**src/rtl/rxdpll_pkg.sv**
```systemverilog
package rxdpll_pkg;

  // correction requested by the last observed input transition
  typedef enum logic [1:0] {
    ADJ_NONE = 2'd0,
    ADJ_HOLD = 2'd1,   // repeat one phase step (local clock early)
    ADJ_SKIP = 2'd2    // skip one phase step (local clock late)
  } adj_e;

endpackage

```
**src/rtl/rxdpll_sync.sv**
```systemverilog
module rxdpll_sync #(
  parameter int STAGES = 2
) (
  input  logic clk,
  input  logic rst_n,
  input  logic din,
  output logic dout,
  output logic edge_o
);

  logic [STAGES-1:0] sh_q;
  logic              prev_q;

  genvar g;
  generate
    for (g = 0; g < STAGES; g++) begin : g_stage
      if (g == 0) begin : g_first
        always_ff @(posedge clk or negedge rst_n) begin
          if (!rst_n) sh_q[0] <= 1'b0;
          else        sh_q[0] <= din;
        end
      end else begin : g_next
        always_ff @(posedge clk or negedge rst_n) begin
          if (!rst_n) sh_q[g] <= 1'b0;
          else        sh_q[g] <= sh_q[g-1];
        end
      end
    end
  endgenerate

  always_ff @(posedge clk or negedge rst_n) begin
    if (!rst_n) prev_q <= 1'b0;
    else        prev_q <= sh_q[STAGES-1];
  end

  assign dout   = sh_q[STAGES-1];
  assign edge_o = sh_q[STAGES-1] ^ prev_q;

  // an edge pulse never lasts two cycles: the history register catches up
  p_edge_single_r6: assert property (@(posedge clk) disable iff (!rst_n)
    edge_o |=> (prev_q == $past(dout)));

endmodule

```
**src/rtl/rxdpll_presc.sv**
```systemverilog
module rxdpll_presc #(
  parameter int DIV_SLOW = 192,
  parameter int DIV_FAST = 96
) (
  input  logic clk,
  input  logic rst_n,
  input  logic fast_sel,
  output logic tick_o
);

  localparam int CW = $clog2(DIV_SLOW);
  localparam logic [CW-1:0] LIM_SLOW = CW'(DIV_SLOW - 1);
  localparam logic [CW-1:0] LIM_FAST = CW'(DIV_FAST - 1);

  logic [CW-1:0] cnt_q, cnt_d, lim;
  logic          at_end;

  always_comb begin
    lim    = fast_sel ? LIM_FAST : LIM_SLOW;
    at_end = (cnt_q >= lim);
    cnt_d  = at_end ? '0 : cnt_q + 1'b1;
  end

  always_ff @(posedge clk or negedge rst_n) begin
    if (!rst_n) cnt_q <= '0;
    else        cnt_q <= cnt_d;
  end

  assign tick_o = at_end;

  // ticks are isolated pulses, one per divisor period
  p_tick_isolated_r1: assert property (@(posedge clk) disable iff (!rst_n)
    tick_o |=> !tick_o);

  p_count_range_r1: assert property (@(posedge clk) disable iff (!rst_n)
    cnt_q <= LIM_SLOW);

endmodule

```
**src/rtl/rxdpll_phase.sv**
```systemverilog
module rxdpll_phase
  import rxdpll_pkg::*;
#(
  parameter int PHASES = 16
) (
  input  logic                      clk,
  input  logic                      rst_n,
  input  logic                      tick_i,
  input  logic                      edge_i,
  output logic [$clog2(PHASES)-1:0] phase_o,
  output logic                      wrap_o,
  output logic                      mid_o
);

  localparam int PW = $clog2(PHASES);

  logic [PW-1:0] phase_q, phase_d;
  logic [PW:0]   sum;
  logic [1:0]    inc;
  adj_e          pend_q, pend_d, req;

  // classify the transition against the nominal edge position (phase 0)
  always_comb begin
    if (phase_q == '0)          req = ADJ_NONE;
    else if (!phase_q[PW-1])    req = ADJ_HOLD;
    else                        req = ADJ_SKIP;
  end

  always_comb begin
    pend_d = pend_q;
    if (tick_i) pend_d = ADJ_NONE;
    if (edge_i) pend_d = req;
  end

  always_comb begin
    inc = 2'd0;
    if (tick_i) begin
      unique case (pend_q)
        ADJ_HOLD: inc = 2'd0;
        ADJ_SKIP: inc = 2'd2;
        default:  inc = 2'd1;
      endcase
    end
    sum     = {1'b0, phase_q} + {{(PW-1){1'b0}}, inc};
    phase_d = sum[PW-1:0];
    wrap_o  = sum[PW];
    mid_o   = !phase_q[PW-1] && phase_d[PW-1];
  end

  always_ff @(posedge clk or negedge rst_n) begin
    if (!rst_n) begin
      phase_q <= '0;
      pend_q  <= ADJ_NONE;
    end else begin
      phase_q <= phase_d;
      pend_q  <= pend_d;
    end
  end

  assign phase_o = phase_q;

  p_idle_hold_r6: assert property (@(posedge clk) disable iff (!rst_n)
    !tick_i |=> $stable(phase_q));

  p_step_bound_r6: assert property (@(posedge clk) disable iff (!rst_n)
    tick_i |=> (PW'(phase_q - $past(phase_q)) <= PW'(2)));

endmodule

```
**src/rtl/rxdpll_retime.sv**
```systemverilog
module rxdpll_retime (
  input  logic clk,
  input  logic rst_n,
  input  logic mid_i,
  input  logic wrap_i,
  input  logic din_i,
  output logic data_o,
  output logic strobe_o
);

  logic smp_q, smp_d;
  logic data_q, data_d;
  logic stb_q;

  always_comb begin
    smp_d  = mid_i  ? din_i : smp_q;
    data_d = wrap_i ? smp_q : data_q;
  end

  always_ff @(posedge clk or negedge rst_n) begin
    if (!rst_n) begin
      smp_q  <= 1'b0;
      data_q <= 1'b0;
      stb_q  <= 1'b0;
    end else begin
      smp_q  <= smp_d;
      data_q <= data_d;
      stb_q  <= wrap_i;
    end
  end

  assign data_o   = data_q;
  assign strobe_o = stb_q;

  p_data_hold_r2: assert property (@(posedge clk) disable iff (!rst_n)
    !strobe_o |-> $stable(data_o));

endmodule

```
**src/rtl/rx_bitclk_dpll.sv**
```systemverilog
module rx_bitclk_dpll #(
  parameter int DIV_SLOW    = 192,
  parameter int DIV_FAST    = 96,
  parameter int PHASES      = 16,
  parameter int SYNC_STAGES = 2
) (
  input  logic clk,
  input  logic rst_n,
  input  logic rx_bit_raw,
  input  logic rate_fast,
  output logic rclk_out,
  output logic rdata_out,
  output logic bit_strobe
);

  localparam int PW = $clog2(PHASES);

  logic          rst_meta, rst_q;
  logic          bit_s, bit_edge, tick;
  logic [PW-1:0] phase;
  logic          wrap, mid;

  // asynchronous assertion, synchronous release
  always_ff @(posedge clk or negedge rst_n) begin
    if (!rst_n) begin
      rst_meta <= 1'b0;
      rst_q    <= 1'b0;
    end else begin
      rst_meta <= 1'b1;
      rst_q    <= rst_meta;
    end
  end

  rxdpll_sync #(.STAGES(SYNC_STAGES)) u_sync (
    .clk(clk), .rst_n(rst_q), .din(rx_bit_raw),
    .dout(bit_s), .edge_o(bit_edge)
  );

  rxdpll_presc #(.DIV_SLOW(DIV_SLOW), .DIV_FAST(DIV_FAST)) u_presc (
    .clk(clk), .rst_n(rst_q), .fast_sel(rate_fast), .tick_o(tick)
  );

  rxdpll_phase #(.PHASES(PHASES)) u_phase (
    .clk(clk), .rst_n(rst_q), .tick_i(tick), .edge_i(bit_edge),
    .phase_o(phase), .wrap_o(wrap), .mid_o(mid)
  );

  rxdpll_retime u_retime (
    .clk(clk), .rst_n(rst_q), .mid_i(mid), .wrap_i(wrap), .din_i(bit_s),
    .data_o(rdata_out), .strobe_o(bit_strobe)
  );

  assign rclk_out = phase[PW-1];

  p_strobe_on_fall_r2: assert property (@(posedge clk) disable iff (!rst_q)
    bit_strobe |-> (!rclk_out && $past(rclk_out)));

  p_fall_has_strobe_r2: assert property (@(posedge clk) disable iff (!rst_q)
    $fell(rclk_out) |-> bit_strobe);

endmodule

```
**config.mk**
```make
export PLATFORM = sky130hd
export DESIGN_NAME = rx_bitclk_dpll
export DESIGN_NICKNAME = d
export VERILOG_FILES = /design/src/rtl/rxdpll_pkg.sv /design/src/rtl/rxdpll_sync.sv /design/src/rtl/rxdpll_presc.sv /design/src/rtl/rxdpll_phase.sv /design/src/rtl/rxdpll_retime.sv /design/src/rtl/rx_bitclk_dpll.sv
export SDC_FILE = /design/constraint.sdc
export NUM_CORES = 1
export LEC_CHECK = 0
export BUFFER_PORTS_ARGS = -buffer_cell sky130_fd_sc_hd__buf_4
export CAP_MARGIN = 25
export CORE_MARGIN = 2
export CORE_UTILIZATION = 50
export CTS_CLUSTER_SIZE = 8
export DETAILED_ROUTE_END_ITERATION = 10
export GPL_TIMING_DRIVEN = 0
export HOLD_SLACK_MARGIN = 0.06
export MAX_ROUTING_LAYER = met4
export PLACE_DENSITY_LB_ADDON = 0.3
export SLEW_MARGIN = 20
export SYNTH_ARGS = -nofsm -noshare
export SYNTH_HDL_FRONTEND = slang
export SYNTH_HIERARCHICAL = 1
export SYNTH_SLANG_ARGS = --single-unit
```
**constraint.sdc**
```tcl
create_clock -name clk -period 1.65 [get_ports clk]
set_input_delay 0.165 -clock clk [delete_from_list [all_inputs] [get_ports clk]]
set_output_delay 0.165 -clock clk [all_outputs]
set_load 0.01 [all_outputs]
```
==> metrics.csv, run 1 <==
stage,metric,value,unit
clocking,clock_latency,0.31,ns
sta,max_slew_margin,47.60,%
clocking,path_clk_slew,0.12,ns
sta,finalSetupTns,-3.992,ns
drt,ant_nets,0,
clocking,htreeDepth,1,
clocking,clock-sinks,22,
placement,dp.cells,110,
layout,regArea,550.5,um^2
run_status,status,"complete, but fails checks",
placement,hpwl,1141,um
layout,multi_input_area,509.2,um^2
grt,grt_max_degree,21,
grt,grt_pass1_vias,659,
pwr,switchingPower,673.1,uW
yosys,synth_seq_cells,22,
floorplan,row_count,15,
layout,n_fill_cell,122,
yosys,synth_area_leaders,"dfrtp_1 (57%), ha_1 (10%), xor2_1 (3.6%)",
yosys,synth_top_family_by_area,simple AND/OR/NAND/NOR gates,
sta,slew_viol_final,0,
yosys,synth_area_leader_cell,dfrtp_1,
floorplan,core_area,1783,um^2
layout,drive_gt1_share,38.00,%
run_status,violations,negative setup slack,
setup_path,worstPathMaxFanout,3,
yosys,synth.mux.area_fraction,2.703,%
yosys,async_flop_share,100.0,%
drt,route.vias.total,708,
drt,vias_per_cell,5.664,
yosys,synth_top_area_share,56.63,%
pwr,p_clk_share,20.8,%
sta,finalClockSkew,0.006002,ns
sta,hold_violations,0,
pwr,p_int,1.317,mW
yosys,synth_edf_count,0,
drt,wl,1971,um
pwr,power.total,1.991,mW
floorplan,die_h,48.10,um
layout,finalNetCount,114,
drt,drcViolationCount,0,
grt,antenna_found_initial,0,
pwr,p_leak,0.6013,nW
floorplan,die_area,2313,um^2
yosys,synth.net_count,92,
clocking,cts_tree,done,
setup_path,crit_type,reg -> reg,
clocking,clockRootBuffer,clkbuf_4,
clocking,clockBufferDepth,2,
yosys,netlist_top_cells_count,"dfrtp_1 (22), ha_1 (8), nor2_1 (6), inv_1 (5)",
sta,rsz0062_at_grt,yes,
flow_run,drv_cap,0,
drt,wl_per_cell,15.77,um
yosys,postSynthCellCount,79,
drt,dr.pass1.iters,4,
layout,stdcell_count,125,
floorplan,die_w,48.10,um
yosys,synthFlopType,dfrtp_1,
yosys,yosysMostFrequentCell,dfrtp_1,
setup_path,cp-end-kind,flop,
setup_path,crit_required,1.86,ns
yosys,yosys_warnings,6,
floorplan,io_pins,7,
sta,setup_violations,11,
layout,diodes,0,
layout,final_area,1299,um^2
sta,worst_pin_slew,0.7860,ns
pwr,power_frac_comb,35.0,%
yosys,synthAdderAreaFrac,12.36,%
yosys,synth-xor-area-share,4.505,%
placement,port_buffers,6,
pwr,p_per_area,1533,nW/um^2
pwr,pwr-share-seq,44.2,%
yosys,synth-simple-area-share,12.74,%
pwr,switching_share,33.82,%
yosys,yosysSeqAreaShare,56.63,%
setup_path,crit_path_start_kind,flop,
floorplan,initial_core_util,54.53,%
sta,fin_crit_sh,148.5,%
setup_path,crit_arrival,2.66,ns
pwr,ir_worst_vdd,839.4,uV
yosys,syn_avg_cell_area,12.31,um^2
drt,drtIter0Drc,8,
yosys,synth_area,972.2,um^2
hold_path,hold_class,in -> async,
sta,max_freq,0.4080,GHz
placement,placed_area,1071,um^2
grt,grt.overflow.total,0,
grt,grt_util_all_layers,19.87,%
yosys,yosys.cell_types.count,26,
sta,finalCriticalPeriod,2.451,ns
clocking,cts_buffers,3,
grt,grt_pass1_wl,2877,um
placement,pre_cts_ws,-1.035,ns
placement,gp_congestion,0.7132,
yosys,synth-compound-area-share,8.752,%
sta,fin_ws,-0.8008,ns
layout,syn_to_final_growth,33.59,%
power by group through the flow:
stage | clock network, mW | registers [mW] | logic (mW)
3_3_place_gp | 0 | 0.879 | 0.404
2_1_floorplan | 0 | 0.853 | 0.331
4_1_cts | 0.427 | 0.870 | 0.608
3_5_place_dp | 0 | 0.890 | 0.439
5_1_grt | 0.438 | 0.898 | 0.777
6_report | 0.413 | 0.880 | 0.697
through the flow:
stage | utilization [%] | hold WS, ns
after floorplan | - | -0.1306
after global placement | 60.07 | -0.05273
after detailed placement | 60.07 | -0.05223
after CTS | 70.67 | 0.1305
after global routing | 72.84 | 0.1412
final | 72.84 | 0.1432
repair_timing:
item / 4_1_cts / 5_1_grt
endpoints found under the hold margin: 3 / 0
setup endpoints to repair: 9 / 9
hold buffers: 2 / 0
pin swaps: 2 / 1
resized for setup: 9 / 7
buffers inserted: 7 / 2
final timing paths:
| check | startpoint | to | slack (ns) | cells after the start |
|---|---|---|---|---|
| min in group clk | rate_fast | u_presc/cnt_q[2] | 0.31 | 4 |
| max in group asynchronous | rst_q | u_phase/phase_o[2] | 0.83 | 0 |
| hold reg to reg | rst_q | u_presc/cnt_q[1] | 0.33 | 0 |
| setup reg to reg | u_presc/cnt_q[6] | u_retime/data_o | -0.80 | 8 |
| setup / recovery | u_presc/cnt_q[6] | u_retime/data_o | -0.80 | 8 |
| hold / removal | rst_n | rst_meta | 0.14 | 2 |
cell families after synthesis:
| group | Yosys count |
|---|---|
| XOR/XNOR | 5 |
| buffers and inverters | 5 |
| adder cells (fa/ha/maj) | 9 |
| AND/OR/NAND/NOR | 22 |
| flip-flops | 22 |
| other | 1 |
| AO/OA/AOI/OAI | 13 |
| multiplexers | 2 |
cells in the final DEF (no fill, tap or decap):
cell type      instances
clkbuf_4               3
dlygate4sd3_1          2
and3_4                 2
xnor2_1                1
a21oi_1                2
a32o_1                 1
xor2_1                 4
o21ai_0                3
nor2_2                 3
buf_4                 14
nand4_1                2
a221o_1                1
nand2_1                1
a21o_1                 2
mux2_1                 1
mux2_4                 1
bufinv_16              1
ha_2                   1
dfrtp_1               22
nor2b_1                1
fa_2                   1
a31oi_1                1
ha_4                   5
ha_1                   2
buf_6                  1
and4_4                 1
nor2_1                 2
a21oi_2                2
or3_1                  3
nand3_1                3
nor2_4                 1
and2_4                 2
a22o_1                 1
inv_1                  5
conb_1                 1
or4b_1                 1
registers in the layout (all words and copies together) (netlist names):
signal / flops
u_sync/dout: 1
u_retime/data_o: 1
u_retime/smp_q: 1
u_phase/pend_q: 2
u_phase/phase_o: 4
u_sync/sh_q: 1
rst_meta: 1
rst_q: 1
u_presc/cnt_q: 8
u_retime/strobe_o: 1
u_sync/prev_q: 1
final cells by class:
type                            count  area share (%)
Sequential cell                    22           42.39
Clock inverter                      1           2.312
Multi-Input combinational cell     52           39.21
Tap cell                           25           2.408
Timing Repair Buffer               17           10.50
Clock buffer                        3           1.734
Inverter                            5           1.445
layer usage:
metal	global-route usage (%)	vias to the layer above	part of all wire, %	wire length (um)
met5	-	-	0	0
li1	-	326	-	-
met3	3.333	6	3.3	66
met4	9.730	0	2.3	46
met2	35.20	18	54	1070
met1	21.31	358	40	787
critical path, stage by stage, from the launching register on:
cell and delay [ns]:
dfrtp_1 0.44, ha_4 0.24, a21o_1 0.17, a221o_1 0.37, and2_4 0.17, ha_4 0.15
fa_2 0.33, and3_4 0.19, mux2_4 0.29
No activity file was read; power rests on OpenSTA's default activity.
==> inputs of run 2 (changes only) <==
--- a/config.mk
+++ b/config.mk
@@ -5,6 +5,7 @@
 export SDC_FILE = /design/constraint.sdc
 export NUM_CORES = 1
 export LEC_CHECK = 0
+export ABC_AREA = 1
 export BUFFER_PORTS_ARGS = -buffer_cell sky130_fd_sc_hd__buf_4
 export CAP_MARGIN = 25
 export CORE_MARGIN = 2
@@ -20,3 +21,4 @@
 export SYNTH_HDL_FRONTEND = slang
 export SYNTH_HIERARCHICAL = 1
 export SYNTH_SLANG_ARGS = --single-unit
+export TNS_END_PERCENT = 5
==> run 2 against run 1 <==
- the run still ends with negative setup slack left
- core utilization fell by 3.5 points
- critical path depth is 4 higher
- highest routed layer unchanged
- worst hold slack better by 0.0036 ns
==> metrics.csv, run 2 <==
stage,metric,value,unit,change
drt,vias_per_cell,4.774,,-16%
yosys,synth_area,1031,um^2,+6.0%
layout,drive_gt1_share,32.12,%,-5.9 points
placement,placed_area,1119,um^2,+4.4%
sta,finalCriticalPeriod,2.052,ns,-0.3990 ns
drt,wl_met3,57,um,-14%
yosys,netlist_top_cells_count,"nand2_1 (31), dfrtp_1 (22), inv_1 (18), nor2_1 (14), ha_1 (8)",,
grt,grt.overflow.total,0,,unchanged
setup_path,worstPathMaxFanout,4,,+1
pwr,ir_worst_vdd,881.2,uV,+5.0%
setup_path,cp-end-kind,flop,,
clocking,clockBufferDepth,2,,unchanged
layout,final_cell_mix,"nand2_1 (28), dfrtp_1 (22), buf_4 (18)",,
placement,gp_congestion,0.7328,,+2.7%
floorplan,die_h,49.41,um,+2.7%
clocking,clock_latency,0.31,ns,about the same
drt,wl,1936,um,-1.8%
yosys,synth_seq_cells,22,,unchanged
pwr,p_per_area,1206,nW/um^2,-21%
yosys,yosys_warnings,6,,unchanged
placement,pre_cts_ws,-0.5115,ns,+0.5232 ns
yosys,synth_area_leaders,"dfrtp_1 (53%), nand2_1 (11%), ha_1 (9.7%)",,
hold_path,hold_class,in -> async,,
setup_path,crit_type,reg -> reg,,
sta,rsz0062_at_grt,yes,,
sta,slew_viol_final,0,,unchanged
yosys,synth.net_count,126,,+37%
yosys,yosysSeqAreaShare,53.40,%,-3.2 points
placement,hpwl,1138,um,-0.24%
sta,fin_crit_sh,124.3,%,-24 points
grt,grt_max_degree,21,,unchanged
layout,regMostFlops,u_presc/cnt_q,,
clocking,clockRootBuffer,clkbuf_4,,
clocking,cts_tree,done,,
layout,diodes,0,,unchanged
grt,antenna_found_initial,0,,unchanged
yosys,syn_avg_cell_area,9.124,um^2,-26%
yosys,synthFlopType,dfrtp_1,,
drt,ant_nets,0,,unchanged
flow_run,drv_cap,0,,unchanged
sta,max_slew_margin,46.98,%,-0.62 points
yosys,async_flop_share,100.0,%,unchanged
drt,top_layer_used,met4,,
yosys,yosysMostFrequentCell,nand2_1,,
drt,dr.pass1.iters,4,,unchanged
clocking,path_clk_slew,0.12,ns,about the same
drt,wl_per_cell,11.80,um,-25%
floorplan,row_count,16,,+1
yosys,postSynthCellCount,113,,+43%
grt,grt_pass1_vias,780,,+18%
layout,syn_to_final_growth,32.04,%,
drt,route.vias.total,783,,+11%
sta,hold_violations,0,,unchanged
layout,n_fill_cell,167,,+37%
layout,final_common_cell,nand2_1,,
layout,largest_register_ff_count,8,,unchanged
drt,route.layer.met1.wl,796,um,+1.1%
setup_path,crit_required,1.88,ns,+0.02 ns
yosys,synth_edf_count,0,,unchanged
layout,finalNetCount,151,,+32%
yosys,yosys.cell_types.count,16,,-38%
floorplan,initial_core_util,52.55,%,-2.0 points
floorplan,core_area,1962,um^2,+10%
clocking,clock-sinks,22,,unchanged
sta,setup_violations,8,,-3
run_status,violations,negative setup slack,,
grt,grt_util_all_layers,18.92,%,-0.96 points
clocking,htreeDepth,1,,unchanged
sta,max_freq,0.4874,GHz,+19%
clocking,cts_buffers,3,,unchanged
floorplan,io_pins,7,,unchanged
run_status,status,"complete, but fails checks",,
layout,final_area,1361,um^2,+4.8%
drt,drtIter0Drc,11,,+3
pwr,p_leak,0.6827,nW,+14%
sta,finalClockSkew,0.003055,ns,-0.002947 ns
drt,drcViolationCount,0,,unchanged
sta,finalSetupTns,-2.507,ns,+1.485 ns
sta,fin_ws,-0.4017,ns,+0.3990 ns
yosys,synth_top_area_share,53.40,%,-3.2 points
floorplan,die_w,49.41,um,+2.7%
setup_path,crit_path_start_kind,flop,,
grt,grt_pass1_wl,3325,um,+16%
sta,worst_pin_slew,0.7953,ns,+0.009274 ns
setup_path,crit_arrival,2.28,ns,-0.38 ns
yosys,synth_area_leader_cell,dfrtp_1,,
floorplan,die_area,2441,um^2,+5.5%
placement,port_buffers,6,,unchanged
drt,met2_length,1023,um,-4.4%
-- run 2: cell types whose count changed after synthesis, moves of 3 or more --
cell / before / now
o21ai_0: 3 / 0
inv_1: 5 / 18
nor2_1: 6 / 14
nand2_1: 1 / 31
or3_1: 3 / 0
-- run 2: power breakdown --
| part | internal (mW) | switching [mW] | leakage, nW | total, mW |
|---|---|---|---|---|
| clock | 0.246 | 0.167 | 0.0279 | 0.413 |
| combinational | 0.224 | 0.206 | 0.385 | 0.430 |
| sequential | 0.659 | 0.140 | 0.270 | 0.799 |
-- run 2: kinds of logic after synthesis --
| family | share of synthesized area, % |
|---|---|
| XOR/XNOR | 3.399 |
| adder cells (fa/ha/maj) | 11.65 |
| AND/OR/NAND/NOR | 22.09 |
| AO/OA/AOI/OAI | 2.184 |
| buffers and inverters | 6.917 |
| flip-flops | 53.40 |
| other | 0.3637 |
-- run 2: worst paths after layout --
path / startpoint / to / slack (ns) / cells past startpoint
max in group asynchronous: rst_q / u_phase/phase_o[1] / 0.82 / 0
min in group clk: u_sync/sh_q[0] / u_sync/dout / 0.37 / 0
worst min-delay path: rst_n / rst_meta / 0.15 / 2
worst max register to register: u_presc/cnt_q[6] / u_phase/phase_o[3] / -0.40 / 12
worst max-delay path: u_presc/cnt_q[6] / u_phase/phase_o[3] / -0.40 / 12
worst min register to register: rst_q / u_sync/sh_q[0] / 0.34 / 0
-- run 2: per-layer routing --
metal  GRT usage, %  up-vias
li1               -      387
met1          20.86      371
met2          32.88       18
met3          2.147        7
met4          11.11        0
met5              -        -
-- run 2: what timing repair did --
action	in CTS	in global routing
endpoints found under the hold margin	3	0
hold buffers	2	0
gates resized for setup	13	5
setup buffers	10	2
pin swaps	13	6
endpoints found under the setup margin	6	8
-- run 2: worst max-delay path, cell delays in order, from the launching register on --
cell and delay [ns]:
dfrtp_1 0.41, ha_1 0.27, nand2_1 0.09, inv_2 0.06, a21oi_4 0.16, nand2_4 0.08
nand2_2 0.07, inv_2 0.05, ha_4 0.23, a21oi_2 0.15, nor2_1 0.06, ha_2 0.30
inv_1 0.03
-- run 2: layout make-up --
class | count | area [um^2] | share of cell area (%)
Multi-Input combinational cell | 72 | 498.0 | 36.58
Timing Repair Buffer | 20 | 155.1 | 11.40
Inverter | 19 | 71.32 | 5.239
Sequential cell | 22 | 550.5 | 40.44
Clock inverter | 1 | 30.03 | 2.206
Clock buffer | 3 | 22.52 | 1.654
Tap cell | 27 | 33.78 | 2.482
-- run 2: stage by stage --
| step | total power, mW | cells | hold slack (ns) | utilization, % |
|---|---|---|---|---|
| finish | 1.642 | 164 | 0.1468 | 69.39 |
| detailed placement | 1.095 | 146 | -0.05216 | 57.02 |
| CTS | 1.579 | 162 | 0.1425 | 67.41 |
| global placement | 1.068 | 146 | -0.05253 | 57.02 |
| floorplan | 1.009 | 113 | -0.1306 | - |
| global route | 1.767 | 164 | 0.1548 | 69.39 |
==> inputs of run 3 (changes only) <==
--- a/config.mk
+++ b/config.mk
@@ -8,8 +8,10 @@
 export ABC_AREA = 1
 export BUFFER_PORTS_ARGS = -buffer_cell sky130_fd_sc_hd__buf_4
 export CAP_MARGIN = 25
+export CELL_PAD_IN_SITES_DETAIL_PLACEMENT = 1
+export CELL_PAD_IN_SITES_GLOBAL_PLACEMENT = 1
 export CORE_MARGIN = 2
-export CORE_UTILIZATION = 50
+export CORE_UTILIZATION = 47
 export CTS_CLUSTER_SIZE = 8
 export DETAILED_ROUTE_END_ITERATION = 10
 export GPL_TIMING_DRIVEN = 0
==> constraint.sdc (replaced) <==
create_clock -name clk -period 1.65 [get_ports clk]
set_input_delay 0.2475 -clock clk [delete_from_list [all_inputs] [get_ports clk]]
set_output_delay 0.2475 -clock clk [all_outputs]
set_load 0.01 [all_outputs]
==> run 3 against run 2 <==
- the run still ends with negative setup slack left
- setup slack better by 0.021 ns
- maximum frequency is 1.0% higher
- sequential share of layout area is 1.5 points higher
- die area grew 5.9%
- non-clock buffer count decreased by 5
- core utilization down 4.5 points
==> metrics.csv, run 3 (synthesis gave the netlist of run 2 again) <==
stage,metric,value,unit,change
clocking,cts_buffers,3,,unchanged
run_status,violations,negative setup slack,,
setup_path,cp.buffers_inverters,2,,-1
layout,largest_register_ff_count,8,,unchanged
clocking,clock-sinks,22,,unchanged
pwr,pwr-share-seq,51.8,%,+3.2 points
floorplan,core_area,2022,um^2,+3.1%
flow_run,drv_cap,0,,unchanged
pwr,switching_share,34.53,%,+3.3 points
drt,wl,2298,um,+19%
drt,ant_nets,0,,unchanged
sta,fin_crit_sh,123.1,%,-1.3 points
floorplan,die_h,50.84,um,+2.9%
drt,vias_per_cell,4.912,,+2.9%
grt,grt_util_all_layers,20.74,%,+1.8 points
floorplan,die_area,2584,um^2,+5.9%
pwr,p_clk_share,18.6,%,-6.6 points
drt,route.vias.total,781,,-0.26%
layout,stdcell_count,159,,-3.0%
pwr,p_int,1.022,mW,-9.4%
placement,pre_cts_ws,-0.5726,ns,-0.06110 ns
grt,grt_pass1_wl,3712,um,+12%
drt,drcViolationCount,0,,unchanged
layout,syn_to_final_growth,27.31,%,
setup_path,crit_path_start_kind,flop,,
setup_path,crit_type,reg -> reg,,
clocking,htreeDepth,1,,unchanged
layout,regMostFlops,u_presc/cnt_q,,
floorplan,initial_core_util,50.99,%,-1.6 points
hold_path,hold_class,in -> async,,
setup_path,cpPeakStageDelay,0.43,ns,+0.02 ns
sta,finalClockSkew,0.001503,ns,-0.001552 ns
clocking,clock_latency,0.30,ns,about the same
floorplan,row_count,16,,unchanged
floorplan,io_pins,7,,unchanged
sta,fin_ws,-0.3807,ns,+0.02101 ns
grt,grt_pass1_vias,829,,+6.3%
placement,gp_congestion,0.7328,,unchanged
pwr,ir_worst_vdd,705.5,uV,-20%
sta,finalCriticalPeriod,2.031,ns,-0.02101 ns
setup_path,cp-end-kind,flop,,
layout,diodes,0,,unchanged
layout,finalNetCount,146,,-3.3%
pwr,p_per_area,1189,nW/um^2,-1.4%
sta,worst_pin_slew,0.7828,ns,-0.01253 ns
setup_path,path_delay_family,adder cells,,
grt,antenna_found_initial,0,,unchanged
setup_path,slowest_stage,dfrtp_1,,
grt,grt.overflow.total,0,,unchanged
layout,regArea,550.5,um^2,unchanged
setup_path,r2r_start,u_presc/cnt_q[7],,
sta,max_freq,0.4924,GHz,+1.0%
sta,finalSetupTns,-1.819,ns,+0.6881 ns
setup_path,crit_path_frequent_cell,nand2_1,,
pwr,p_leak,0.6641,nW,-2.7%
placement,dp.cells,146,,unchanged
sta,hold_violations,0,,unchanged
pwr,power_frac_comb,29.6,%,+3.4 points
layout,final_cell_mix,"nand2_1 (29), dfrtp_1 (22), inv_1 (14)",,
grt,grt_max_degree,21,,unchanged
sta,slew_viol_final,0,,unchanged
setup_path,rr_worst_depth,13,,+1
run_status,status,"complete, but fails checks",,
layout,drive_gt1_share,28.03,%,-4.1 points
layout,post-route-util,64.91,%,-4.5 points
clocking,cts_tree,done,,
clocking,clockRootBuffer,clkbuf_4,,
layout,final_common_cell,nand2_1,,
sta,max_slew_margin,47.81,%,+0.84 points
drt,drtIter0Drc,8,,-3
setup_path,crit_arrival,2.24,ns,-0.04 ns
floorplan,die_w,50.84,um,+2.9%
placement,port_buffers,6,,unchanged
setup_path,r2r_setup_slack,-0.38,ns,+0.02 ns
sta,setup_violations,6,,-2
drt,dr.pass1.iters,4,,unchanged
setup_path,crit_required,1.86,ns,-0.02 ns
setup_path,r2r_end,u_retime/smp_q,,
clocking,clockBufferDepth,2,,unchanged
layout,n_fill_cell,233,,+40%
clocking,path_clk_slew,0.11,ns,about the same
placement,hpwl,1393,um,+22%
pwr,switchingPower,539.1,uW,+5.0%
sta,rsz0062_at_grt,yes,,
drt,wl_per_cell,14.45,um,+22%
setup_path,worstPathMaxFanout,3,,-1
layout,multi_input_area,503.0,um^2,+1.0%
setup_path,path_cells,"ha_4, nand2_1, inv_2, nand3_2, nand2_4, nand2_1, inv_2, ha_4, a21oi_2, nor2_1, ha_1, nand2_1, nand2_1",,
==> run 3: through the flow <==
step	power (mW)	hold slack (ns)	cell area, um^2
after global routing	1.674	0.2173	1313
after floorplan	1.009	-0.04809	1040
after detailed placement	1.115	0.03156	1119
final	1.561	0.2374	1313
after CTS	1.499	0.2212	1269
after global placement	1.076	0.02940	1119
==> run 3: worst max path at each step <==
stage	end	cells past startpoint	from
after floorplan	u_retime/data_o	13	u_presc/cnt_q[7]
after global routing	u_retime/smp_q	13	u_presc/cnt_q[7]
after detailed placement	u_retime/data_o	14	u_presc/cnt_q[0]
after global placement	u_retime/data_o	13	u_presc/cnt_q[7]
final	u_retime/smp_q	13	u_presc/cnt_q[7]
after CTS	u_retime/data_o	13	u_presc/cnt_q[6]
==> run 3: what timing repair did <==
action	4_1_cts	5_1_grt
hold buffers	2	0
pin swaps	7	0
resized for setup	12	6
buffers inserted	5	2
endpoints found under the hold margin	3	0
endpoints found under the setup margin	7	7
==> run 3: layout make-up <==
cell class | count | share of cell area [%]
inverter | 19 | 5.434
sequential | 22 | 41.94
timing repair buffer | 15 | 8.961
multi-input combinational | 72 | 38.32
clock buffer | 4 | 2.765
tap | 27 | 2.574
==> run 3: power by group through the flow <==
stage          clock network (mW)  logic, mW  registers, mW
2_1_floorplan                   0      0.238          0.771
3_3_place_gp                    0      0.288          0.788
3_5_place_dp                    0      0.312          0.804
4_1_cts                     0.307      0.396          0.796
5_1_grt                     0.323      0.517          0.834
6_report                    0.291      0.462          0.808
==> run 3: per-layer routing <==
layer	GRT usage (%)	wire, um	part of all wire [%]
met1	22.22	967	42
met2	38.16	1210	53
met3	6.140	72	3.1
met4	4.054	48	2.1
met5	-	0	0
